==> src/rtl/epwm_pkg.sv <==
package epwm_pkg;

  typedef enum logic [1:0] {
    MODE_SINGLE   = 2'b00,
    MODE_HALF     = 2'b01,
    MODE_FULL_FWD = 2'b10,
    MODE_FULL_REV = 2'b11
  } bridge_mode_e;

  typedef struct packed {
    logic [3:0] oe;
    logic [3:0] lvl;
  } pin_set_t;

  // clocks per quarter step, minus one
  function automatic logic [3:0] presc_limit(input logic [1:0] sel);
    case (sel)
      2'b00:   return 4'd0;
      2'b01:   return 4'd3;
      default: return 4'd15;
    endcase
  endfunction

  // logical lane levels per steering mode, pin index A=0 .. D=3
  function automatic pin_set_t steer_lanes(input bridge_mode_e m, input logic pwm,
                                           input logic lane_a, input logic lane_b);
    pin_set_t p;
    case (m)
      MODE_SINGLE:   begin p.oe = 4'b0001; p.lvl = {3'b000, pwm}; end
      MODE_HALF:     begin p.oe = 4'b0011; p.lvl = {2'b00, lane_b, lane_a}; end
      MODE_FULL_FWD: begin p.oe = 4'b1111; p.lvl = {pwm, 2'b00, 1'b1}; end
      default:       begin p.oe = 4'b1111; p.lvl = {1'b0, 1'b1, pwm, 1'b0}; end
    endcase
    return p;
  endfunction

  // safe-state code: 00 low, 01 high, 1x released
  function automatic pin_set_t safe_pins(input logic [1:0] ac, input logic [1:0] bd);
    pin_set_t p;
    p.oe  = {~bd[1], ~ac[1], ~bd[1], ~ac[1]};
    p.lvl = {~bd[1] & bd[0], ~ac[1] & ac[0], ~bd[1] & bd[0], ~ac[1] & ac[0]};
    return p;
  endfunction

endpackage

==> src/rtl/epwm_timebase.sv <==
module epwm_timebase #(
  parameter int PER_W  = 8,
  parameter int FINE_W = 2,
  localparam int CNT_W = PER_W + FINE_W,
  localparam int PS_W  = 4
) (
  input  logic             clk,
  input  logic             rst_n,
  input  logic             run,
  input  logic [1:0]       presc_sel,
  input  logic [PER_W-1:0] period,
  input  logic [CNT_W-1:0] duty_next,
  output logic             raw_pwm,
  output logic             period_start,
  output logic [CNT_W-1:0] duty_live
);
  import epwm_pkg::*;

  logic [PS_W-1:0]   ps_q;
  logic [PER_W-1:0]  coarse_q;
  logic [FINE_W-1:0] fine_q;
  logic [CNT_W-1:0]  duty_q;
  logic              tick;
  logic              wrap;

  assign tick         = run && (ps_q >= presc_limit(presc_sel));
  assign wrap         = (coarse_q >= period) && (&fine_q);
  assign period_start = tick && wrap;
  assign raw_pwm      = {coarse_q, fine_q} < duty_q;
  assign duty_live    = duty_q;

  always_ff @(posedge clk or negedge rst_n) begin
    if (!rst_n) begin
      ps_q     <= '0;
      coarse_q <= '0;
      fine_q   <= '0;
      duty_q   <= '0;
    end else begin
      if (run) ps_q <= tick ? '0 : ps_q + 1'b1;
      if (tick) begin
        if (wrap) begin
          coarse_q <= '0;
          fine_q   <= '0;
        end else begin
          fine_q <= fine_q + 1'b1;
          if (&fine_q) coarse_q <= coarse_q + 1'b1;
        end
      end
      if (period_start) duty_q <= duty_next;
    end
  end
endmodule

==> src/rtl/epwm_deadband.sv <==
module epwm_deadband #(
  parameter int CW = 7
) (
  input  logic          clk,
  input  logic          rst_n,
  input  logic          in_sig,
  input  logic [CW-1:0] dead,
  output logic          out_sig
);
  logic [CW-1:0] cnt_q;

  assign out_sig = in_sig && (cnt_q >= dead);

  always_ff @(posedge clk or negedge rst_n) begin
    if (!rst_n)            cnt_q <= '0;
    else if (!in_sig)      cnt_q <= '0;
    else if (cnt_q < dead) cnt_q <= cnt_q + 1'b1;
  end
endmodule

==> src/rtl/epwm_fault.sv <==
module epwm_fault #(
  parameter int N_FLT = 3,
  parameter int SYNC  = 2
) (
  input  logic             clk,
  input  logic             rst_n,
  input  logic [N_FLT-1:0] fault_raw,
  input  logic [N_FLT-1:0] src_en,
  input  logic             auto_rs,
  input  logic             sw_wr,
  input  logic             sw_val,
  input  logic             period_start,
  output logic             fault_hit,
  output logic             status,
  output logic             force_safe
);
  logic [SYNC-1:0][N_FLT-1:0] sq;
  logic status_q;
  logic hold_q;

  assign fault_hit  = |(sq[SYNC-1] & src_en);
  assign status     = status_q;
  assign force_safe = status_q || fault_hit || hold_q;

  always_ff @(posedge clk or negedge rst_n) begin
    if (!rst_n) begin
      sq       <= '0;
      status_q <= 1'b0;
      hold_q   <= 1'b0;
    end else begin
      sq <= {sq[SYNC-2:0], fault_raw};
      if (fault_hit)               status_q <= 1'b1;
      else if (sw_wr)              status_q <= sw_val;
      else if (auto_rs && status_q) status_q <= 1'b0;
      if (status_q || fault_hit)   hold_q <= 1'b1;
      else if (period_start)       hold_q <= 1'b0;
    end
  end
endmodule

==> src/rtl/epwm_bridge.sv <==
module epwm_bridge #(
  parameter int DATA_W = 8,
  parameter int ADDR_W = 3,
  parameter int N_FLT  = 3,
  parameter int DB_W   = 7,
  localparam int PER_W  = DATA_W,
  localparam int DUTY_W = PER_W + 2
) (
  input  logic              clk,
  input  logic              rst_n,
  input  logic              wr_en,
  input  logic [ADDR_W-1:0] wr_addr,
  input  logic [DATA_W-1:0] wr_data,
  input  logic [N_FLT-1:0]  fault_in,
  output logic [3:0]        pwm_out,
  output logic [3:0]        pwm_oe,
  output logic              shut_flag
);
  import epwm_pkg::*;

  localparam logic [ADDR_W-1:0] A_PER  = 0;
  localparam logic [ADDR_W-1:0] A_DUTY = 1;
  localparam logic [ADDR_W-1:0] A_CFG  = 2;
  localparam logic [ADDR_W-1:0] A_DEAD = 3;
  localparam logic [ADDR_W-1:0] A_FLT  = 4;
  localparam logic [ADDR_W-1:0] A_RUN  = 5;

  logic [PER_W-1:0] per_r;
  logic [PER_W-1:0] dhi_r;
  logic [7:0]       cfg_r;
  logic [DB_W:0]    dead_r;
  logic [6:0]       flt_r;
  logic             run_r;

  logic              raw_pwm, period_start;
  logic [DUTY_W-1:0] duty_live;
  logic [1:0]        lane;
  logic              lane_a, lane_b;
  logic              fault_hit, force_safe, fault_wr;
  logic              half_mode, auto_rs;
  pin_set_t          norm_set, safe_set, next_set;
  logic [3:0]        inv_mask;
  logic [3:0]        safe_oe, safe_out;

  // register write port
  always_ff @(posedge clk or negedge rst_n) begin
    if (!rst_n) begin
      per_r  <= '1;
      dhi_r  <= '0;
      cfg_r  <= '0;
      dead_r <= '0;
      flt_r  <= '0;
      run_r  <= 1'b0;
    end else if (wr_en) begin
      case (wr_addr)
        A_PER:  per_r  <= wr_data;
        A_DUTY: dhi_r  <= wr_data;
        A_CFG:  cfg_r  <= wr_data[7:0];
        A_DEAD: dead_r <= wr_data[DB_W:0];
        A_FLT:  flt_r  <= wr_data[6:0];
        A_RUN:  run_r  <= wr_data[0];
        default: ;
      endcase
    end
  end

  assign fault_wr  = wr_en && (wr_addr == A_FLT);
  assign auto_rs   = dead_r[DB_W];
  assign half_mode = bridge_mode_e'(cfg_r[1:0]) == MODE_HALF;

  epwm_timebase #(.PER_W(PER_W), .FINE_W(2)) u_tb (
    .clk, .rst_n,
    .run          (run_r),
    .presc_sel    (cfg_r[7:6]),
    .period       (per_r),
    .duty_next    ({dhi_r, cfg_r[5:4]}),
    .raw_pwm      (raw_pwm),
    .period_start (period_start),
    .duty_live    (duty_live)
  );

  // one dead-band lane for the signal, one for its complement
  for (genvar g = 0; g < 2; g++) begin : g_lane
    epwm_deadband #(.CW(DB_W)) u_db (
      .clk, .rst_n,
      .in_sig  ((g == 0) ? raw_pwm : ~raw_pwm),
      .dead    (dead_r[DB_W-1:0]),
      .out_sig (lane[g])
    );
  end
  assign lane_a = lane[0];
  assign lane_b = lane[1];

  epwm_fault #(.N_FLT(N_FLT), .SYNC(2)) u_flt (
    .clk, .rst_n,
    .fault_raw    (fault_in),
    .src_en       (flt_r[N_FLT-1:0]),
    .auto_rs      (auto_rs),
    .sw_wr        (fault_wr),
    .sw_val       (wr_data[DATA_W-1]),
    .period_start (period_start),
    .fault_hit    (fault_hit),
    .status       (shut_flag),
    .force_safe   (force_safe)
  );

  // steering, polarity and safe-state selection
  assign inv_mask = {cfg_r[3], cfg_r[2], cfg_r[3], cfg_r[2]};
  assign safe_set = safe_pins(flt_r[4:3], flt_r[6:5]);
  assign safe_oe  = safe_set.oe;
  assign safe_out = safe_set.lvl;

  always_comb begin
    norm_set     = steer_lanes(bridge_mode_e'(cfg_r[1:0]), raw_pwm, lane_a, lane_b);
    norm_set.lvl = norm_set.oe & (norm_set.lvl ^ inv_mask);
    next_set     = force_safe ? safe_set : norm_set;
  end

  always_ff @(posedge clk or negedge rst_n) begin
    if (!rst_n) begin
      pwm_out <= '0;
      pwm_oe  <= '0;
    end else begin
      pwm_out <= next_set.lvl;
      pwm_oe  <= next_set.oe;
    end
  end
endmodule

==> config.mk <==
export PLATFORM = sky130hd
export DESIGN_NAME = epwm_bridge
export DESIGN_NICKNAME = d
export VERILOG_FILES = /design/src/rtl/epwm_pkg.sv /design/src/rtl/epwm_timebase.sv /design/src/rtl/epwm_deadband.sv /design/src/rtl/epwm_fault.sv /design/src/rtl/epwm_bridge.sv
export SDC_FILE = /design/constraint.sdc
export NUM_CORES = 1
export LEC_CHECK = 0
export ABC_AREA = 1
export BUFFER_PORTS_ARGS = -buffer_cell sky130_fd_sc_hd__buf_4
export CAP_MARGIN = 20
export CORE_MARGIN = 2
export CORE_UTILIZATION = 52
export DETAILED_ROUTE_END_ITERATION = 10
export PLACE_DENSITY = 0.73
export SYNTH_ARGS = -nofsm -noshare
export SYNTH_HDL_FRONTEND = slang
export SYNTH_SLANG_ARGS = --single-unit
==> constraint.sdc <==
create_clock -name clk -period 2.2 [get_ports clk]
set_input_delay 0.22 -clock clk [delete_from_list [all_inputs] [get_ports clk]]
set_output_delay 0.22 -clock clk [all_outputs]
set_load 0.01 [all_outputs]
==> impl_summary.txt, run 1 <==
----------------------------------------------------
[Run status]
  Run status ... complete, no violations

[Placement]
  IO Port Bufs ... 25
  Post-Place Setup Slack ... about 0.25 ns
  Final weighted congestion of routability-driven global placement ... around 0.84
  Hpwl dp ... between 7000 and 8000 um
  Placement Cell Area ... 0.005284 mm2

[Drt]
  Router iterations before antenna repair ... 5
  Via Count ... 3762
  Number of DRC markers in iteration 0 ... between 150 and 200
  Antenna-violating nets left ... 0
  DRC Markers ... 0
  Vias per Instance ... just over 5
  Drt wl/cell ... ~13 um
  Final routed wirelength across all metal layers ... 9870 um

[Die]
  X dimension of the die ... approximately 100 um
  Area of the core ... approximately 0.0092 mm2
  Effective utilization at floorplan ... a little over half
  Area enclosed by the die boundary ... approximately 0.010 mm2
  DIE HEIGHT ... a little over 100 um
  I/O pin total ... 26
  Cell row count ... 35

[Setup path]
  Required @ worst endpoint ... roughly 2.5 ns
  Critical path launch point type ... register
  Category of the most critical setup path ... register to register
  R2r startpoint ... per_r[5]
  Category of the worst setup path capture point ... register
  Worst-path fanout max ... 22
  Arr. time, crit path ... ~2.3 ns
  Critical path launch point ... per_r[5]

[GRT]
  Number of antenna violations at the first check in global routing ... 0
  Global-route wire length before repair ... about 17000 um
  Via count of the first global-routing pass ... roughly 3600
  Largest net degree at the start of global routing ... 53
  Global-route total usage across every layer ... about 21%
  Total overflow reported by the global router ... 0

[Layout]
  FF+latch area ... around 0.0024 mm2
  Most frequent cells in the layout ... nand2_1 (143), dfrtp_1 (86), inv_1 (77)
  Area growth, synth to finish ... 10.93%
  Net total in the final layout ... between 600 and 700
  Fraction of final layout cells with drive strength greater than 1 ... 15.71%
  Total non-filler cell area in the finished layout ... ~0.0055 mm2
  Total area of multi-input combinational cells ... approximately 0.0022 mm2
  Number of filler cells placed in the layout ... roughly 820
  Most common cell after layout, fill and taps aside ... nand2_1
  Diodes inserted ... 0

[STA]
  Tightest Pin Transition ... 0.6501 ns
  Total Negative Setup Slacks ... 0 ns
  Worst slew margin relative to its limit ... between 50% and 60%
  Worst Hold Slack ... between 0.2 and 0.25 ns
  Endpoints failing setup ... 0
  RSZ-0062 raised after global routing ... no
  Number of pins exceeding their max-slew limit in the final report ... 0
  Minimum clock period ... ~2.0 ns
  Final worst clock skew ... between 0.01 and 0.015 ns
  Worst setup slack after layout ... 0.2248 ns
  Achievable Freq ... roughly 0.51 GHz
  Number of endpoints with negative hold slack in the final report ... 0
  Share of the clock period used by the worst path after layout ... between 80% and 90%

[CTS]
  Clock transition at the register clock pins on the worst setup and hold paths after CTS ... approximately 0.1 ns
  TritonCTS clock tree ... done
  Count of buffers added by post-CTS timing repair for setup ... 0
  Later-pin clock latency in the skew report ... between 0.3 and 0.4 ns
  Total CTS buffers ... 9
  Maximum count of clock buffers along a single path ... 2
  Hold buffer count at CTS ... 4
  Post-cts resize count ... 0
  Clock sink count ... 94
  Clock tree root buffer cell ... clkbuf_8
  Clock H-tree levels ... 3

[Pwr]
  Clock network fraction of design power ... 19.5%
  Proportion of total power due to net switching ... 39.26%
  Net load switching power ... between 2000 and 2500 uW
  Power per cell area ... a little under 1000 mW/mm2
  Internal power ... 3298 uW
  Share of total power in combinational logic ... between 30% and 40%
  Sequential power share ... approximately 44%
  Max IR drop VDD ... approximately 0.63 mV
  Leak Pwr ... about 0.0028 uW

[Worst hold path]
  Hold Crit Class ... input pin to register
  Worst Min Path Start ... wr_en

[Yosys]
  Post-synthesis instance total ... between 500 and 600
  Yosys warning total ... 0
  Part of the Yosys area used for sequential elements ... a little under half
  Number of synthesized flops with an enable pin ... 0
  Synthesized cell area ... 0.004959 mm2
  #FFs+latches synth ... 94
  Per-instance average area after synthesis ... 8.699 um2
  Netlist cell types ... 37
  Net count of the mapped netlist ... about 630
  Synth async-reset ratio ... 100.0%
  Primary FF master, synth ... dfrtp_1

[Run]
  # Max-Cap Violations ... 0

----------------------------------------------------
## final cells by class
class	count	area share [%]
Sequential cell	94	42.95
Clock inverter	5	0.6369
Clock buffer	11	2.571
Multi-Input combinational cell	383	40.22
Timing Repair Buffer	36	5.096
Inverter	82	5.596
Tap cell	129	2.934
## worst max-delay path, stage by stage, from the launching register on
cell,delay [ns]
dfstp_2,0.54
inv_1,0.04
ha_1,0.30
a21oi_1,0.16
nor2_1,0.08
nor2_2,0.14
nand4_4,0.14
nand2_4,0.29
nand2_1,0.11
a21oi_2,0.10
## through the flow
stage | utilization (%) | total power, uW | instances
after floorplan | - | 3817 | 570
after detailed placement | 57.18 | 4377 | 720
after CTS | 59.53 | 5445 | 740
final | 59.53 | 5430 | 740
after global placement | 57.18 | 4269 | 720
after global routing | 59.53 | 5856 | 740
## routing by layer
layer  global-route usage, %  vias to the layer above  share of wire (%)  wire [um]
li1                        -                     1904                  -          -
met1                   29.70                     1793                 51       4986
met2                   32.79                       55                 46       4514
met3                   3.037                       10                2.5        251
met4                   6.237                        0                1.2        117
met5                       0                        -                  0          0
## synthesized netlist by cell type, types with 4 or more instances
cell type	number	share of area [%]
nor2_2	12	1.5
a21oi_1	20	2.0
o21ai_0	50	5.0
xor2_1	8	1.4
buf_6	4	0.91
nand2_1	143	11
a21oi_2	11	1.9
nand4_1	9	1.1
nor2_1	32	2.4
nand3_1	24	2.4
dfrtp_1	86	43
inv_1	77	5.8
clkbuf_1	5	0.38
dfstp_2	8	4.2
inv_2	5	0.38
ha_1	40	10
nand3b_1	6	0.91
## flip-flops by register name, summed over array words and instances, names as in the netlist
name               cells
cfg_r                  8
dead_r                 8
dhi_r                  8
flt_r                  7
g_lane.u_db.cnt_q     14
per_r                  8
pwm_oe                 4
pwm_out                4
run_r                  1
u_flt.hold_q           1
u_flt.sq               6
u_flt.status           1
u_tb.coarse_q          8
u_tb.duty_live        10
u_tb.fine_q            2
u_tb.ps_q              4
## cell families (layout without fill, tap and decap cells)
family | after synthesis | after routing | synth area share, %
and+or+nand+nor | 242 | 242 | 22.38
DFF | 94 | 94 | 47.64
AOI/OAI and AO/OA | 93 | 93 | 10.72
buffers and inverters | 93 | 134 | 7.747
adders and majority gates | 40 | 40 | 10.09
xor gates and xnor gates | 8 | 8 | 1.413
## final timing paths
check                                   end  slack, ns  cells after the start
setup / recovery           u_tb.coarse_q[3]       0.22                      9
hold / removal                        run_r       0.21                      4
setup reg to reg           u_tb.coarse_q[3]       0.22                      9
hold reg to reg                 u_flt.sq[5]       0.36                      0
max in group asynchronous          cfg_r[0]       1.12                      3
min in group asynchronous      u_tb.ps_q[1]       0.42                      2
## power groups by stage
stage	registers (uW)	logic (uW)	clock network, uW
2_1_floorplan	2330	1490	0
3_3_place_gp	2390	1880	0
3_5_place_dp	2400	1980	0
4_1_cts	2370	2010	1070
5_1_grt	2410	2300	1150
6_report	2370	2000	1060
Note: power is estimated with default switching activity, not from simulation.
==> run 2, diff against run 1 <==
--- a/config.mk
+++ b/config.mk
@@ -6,7 +6,7 @@
 export NUM_CORES = 1
 export LEC_CHECK = 0
 export ABC_AREA = 1
-export BUFFER_PORTS_ARGS = -buffer_cell sky130_fd_sc_hd__buf_4
+export BUFFER_PORTS_ARGS = -buffer_cell sky130_fd_sc_hd__buf_2
 export CAP_MARGIN = 20
 export CORE_MARGIN = 2
 export CORE_UTILIZATION = 52
==> impl_summary.txt, run 2 (synthesized netlist as in run 1, its figures left out) <==
----------------------------------------------------
[Pwr]
  Power per cell area ... slightly above 1000 mW/mm2
  Max IR drop VDD ... about 0.57 mV
  Leak Pwr ... between 0.002 and 0.003 uW

[Setup path]
  Cells along the critical path ... inv_1, ha_1, a21oi_1, nor2_1, nor2_2, nand4_4, nand2_4, nand2_1, a21oi_2
  CP max stage cell ... dfstp_2
  Capturing element of the worst setup path ... u_tb.coarse_q[3]
  Register-to-register setup slack ... 0.24 ns
  Dominant delay contributor by cell family on the critical path ... simple AND/OR/NAND/NOR gates
  Capture point of the worst reg-to-reg path ... u_tb.coarse_q[3]
  Category of the most critical setup path ... register to register
  Required @ worst endpoint ... about 2.5 ns
  R2r startpoint ... per_r[5]
  Worst r2r path cells ... 9
  Worst path depth ... 9
  Worst-path fanout max ... 22
  Critical path launch point ... per_r[5]
  Critical path launch point type ... register
  Arr. time, crit path ... approximately 2.3 ns
  Category of the worst setup path capture point ... register
  Worst stage delay on the critical path ... ~0.54 ns
  Worst path buffer plus inverter count ... 1

[GRT]
  Via count of the first global-routing pass ... about 3600
  Global-route total usage across every layer ... roughly a fifth
  Number of antenna violations at the first check in global routing ... 0
  Largest net degree at the start of global routing ... 34
  Total overflow reported by the global router ... 0
  Global-route wire length before repair ... approximately 17000 um

[STA]
  RSZ-0062 raised after global routing ... no
  Share of the clock period used by the worst path after layout ... about nine tenths
  Achievable Freq ... 0.5112 GHz
  Endpoints failing setup ... 0
  Worst slew margin relative to its limit ... slightly above 60%
  Minimum clock period ... approximately 2.0 ns
  Final worst clock skew ... roughly 0.010 ns
  Number of endpoints with negative hold slack in the final report ... 0
  Number of pins exceeding their max-slew limit in the final report ... 0
  Tightest Pin Transition ... 0.5716 ns
  Total Negative Setup Slacks ... 0 ns

[Drt]
  Router iterations before antenna repair ... 4
  Number of DRC markers in iteration 0 ... 166
  Drt wl/cell ... around 13 um
  Final routed wirelength across all metal layers ... 9728 um
  Vias per Instance ... 5.058
  Via Count ... 3748
  DRC Markers ... 0
  Antenna-violating nets left ... 0

[CTS]
  Maximum count of clock buffers along a single path ... 2
  Clock tree root buffer cell ... clkbuf_8
  Clock sink count ... 94
  Post-cts resize count ... 0
  Later-pin clock latency in the skew report ... 0.37 ns
  TritonCTS clock tree ... done
  Hold buffer count at CTS ... 4
  Count of buffers added by post-CTS timing repair for setup ... 0
  Clock transition at the register clock pins on the worst setup and hold paths after CTS ... 0.09 ns
  Total CTS buffers ... 9
  Clock H-tree levels ... 3

[Placement]
  Hpwl dp ... approximately 7300 um
  Placement Cell Area ... between 0.005 and 0.006 mm2
  IO Port Bufs ... 25
  Final weighted congestion of routability-driven global placement ... approximately 0.86

[Run status]
  Run status ... complete, no violations

[Die]
  Area of the core ... 0.009240 mm2
  I/O pin total ... 26
  X dimension of the die ... between 100 and 150 um
  Cell row count ... 35
  Area enclosed by the die boundary ... 0.01033 mm2
  Effective utilization at floorplan ... 53.66%
  DIE HEIGHT ... ~100 um

[Layout]
  Area growth, synth to finish ... 10.62%
  Most common cell after layout, fill and taps aside ... nand2_1
  Total non-filler cell area in the finished layout ... around 0.0055 mm2
  Diodes inserted ... 0
  Fraction of final layout cells with drive strength greater than 1 ... roughly 16%
  Net total in the final layout ... about 660
  End-of-flow core utilization ... slightly below 60%
  Register bank with the most flops ... g_lane.u_db.cnt_q
  Most frequent cells in the layout ... nand2_1 (143), dfrtp_1 (86), inv_1 (77)
  Flip-flop count of the largest register, all copies and words added ... 14

[Run]
  # Max-Cap Violations ... 0

[Worst hold path]
  Hold Crit Class ... input pin to register

----------------------------------------------------
run 2: layout make-up:
type                       count  area, um2
clock buffer                  10      127.6
clock inverter                 6      86.33
fill                         785       3755
inverter                      82      307.8
multi-input combinational    383       2212
sequential                    94       2362
tap                          129      161.4
timing repair buffer          37      227.7
run 2: worst min path at each step:
stage	from	to	slack, ns	depth (start not counted)
after global placement	rst_n	u_tb.ps_q[1]	0.12	1
after global routing	wr_data[7]	dead_r[7]	0.23	3
final	wr_data[7]	per_r[7]	0.18	3
after CTS	wr_data[7]	per_r[7]	0.18	3
after detailed placement	rst_n	u_tb.ps_q[1]	0.12	1
after floorplan	rst_n	cfg_r[0]	-0.08	0
run 2: metal layers:
| layer | global-route usage, % | part of all wire (%) |
|---|---|---|
| met2 | 32.69 | 45 |
| met1 | 30.04 | 49 |
| met5 | 0 | 0 |
| met3 | 2.968 | 3.7 |
| met4 | 8.212 | 1.8 |
run 2: per-stage QoR:
stage / hold slack (ns) / total power (uW) / cells / setup WS (ns)
finish: 0.1821 / 5550 / 741 / 0.2437
global route: 0.2332 / 6026 / 741 / 0.06554
CTS: 0.1811 / 5592 / 741 / 0.2186
detailed placement: 0.1213 / 4328 / 721 / 0.2355
global placement: 0.1155 / 4237 / 721 / 0.2763
floorplan: -0.07559 / 3817 / 570 / 0.4848
run 2: power by group:
part           switching [uW]  internal [uW]  leakage [uW]
combinational            1220            721       0.00154
clock                     607            639      0.000106
sequential                255           2110       0.00118
run 2: worst reg2reg max path, cell delays in order (launching register included):
cell and delay (ns):
dfstp_2 0.54, inv_1 0.04, ha_1 0.30, a21oi_1 0.17, nor2_1 0.07, nor2_2 0.12
nand4_4 0.13, nand2_4 0.29, nand2_1 0.13, a21oi_2 0.11
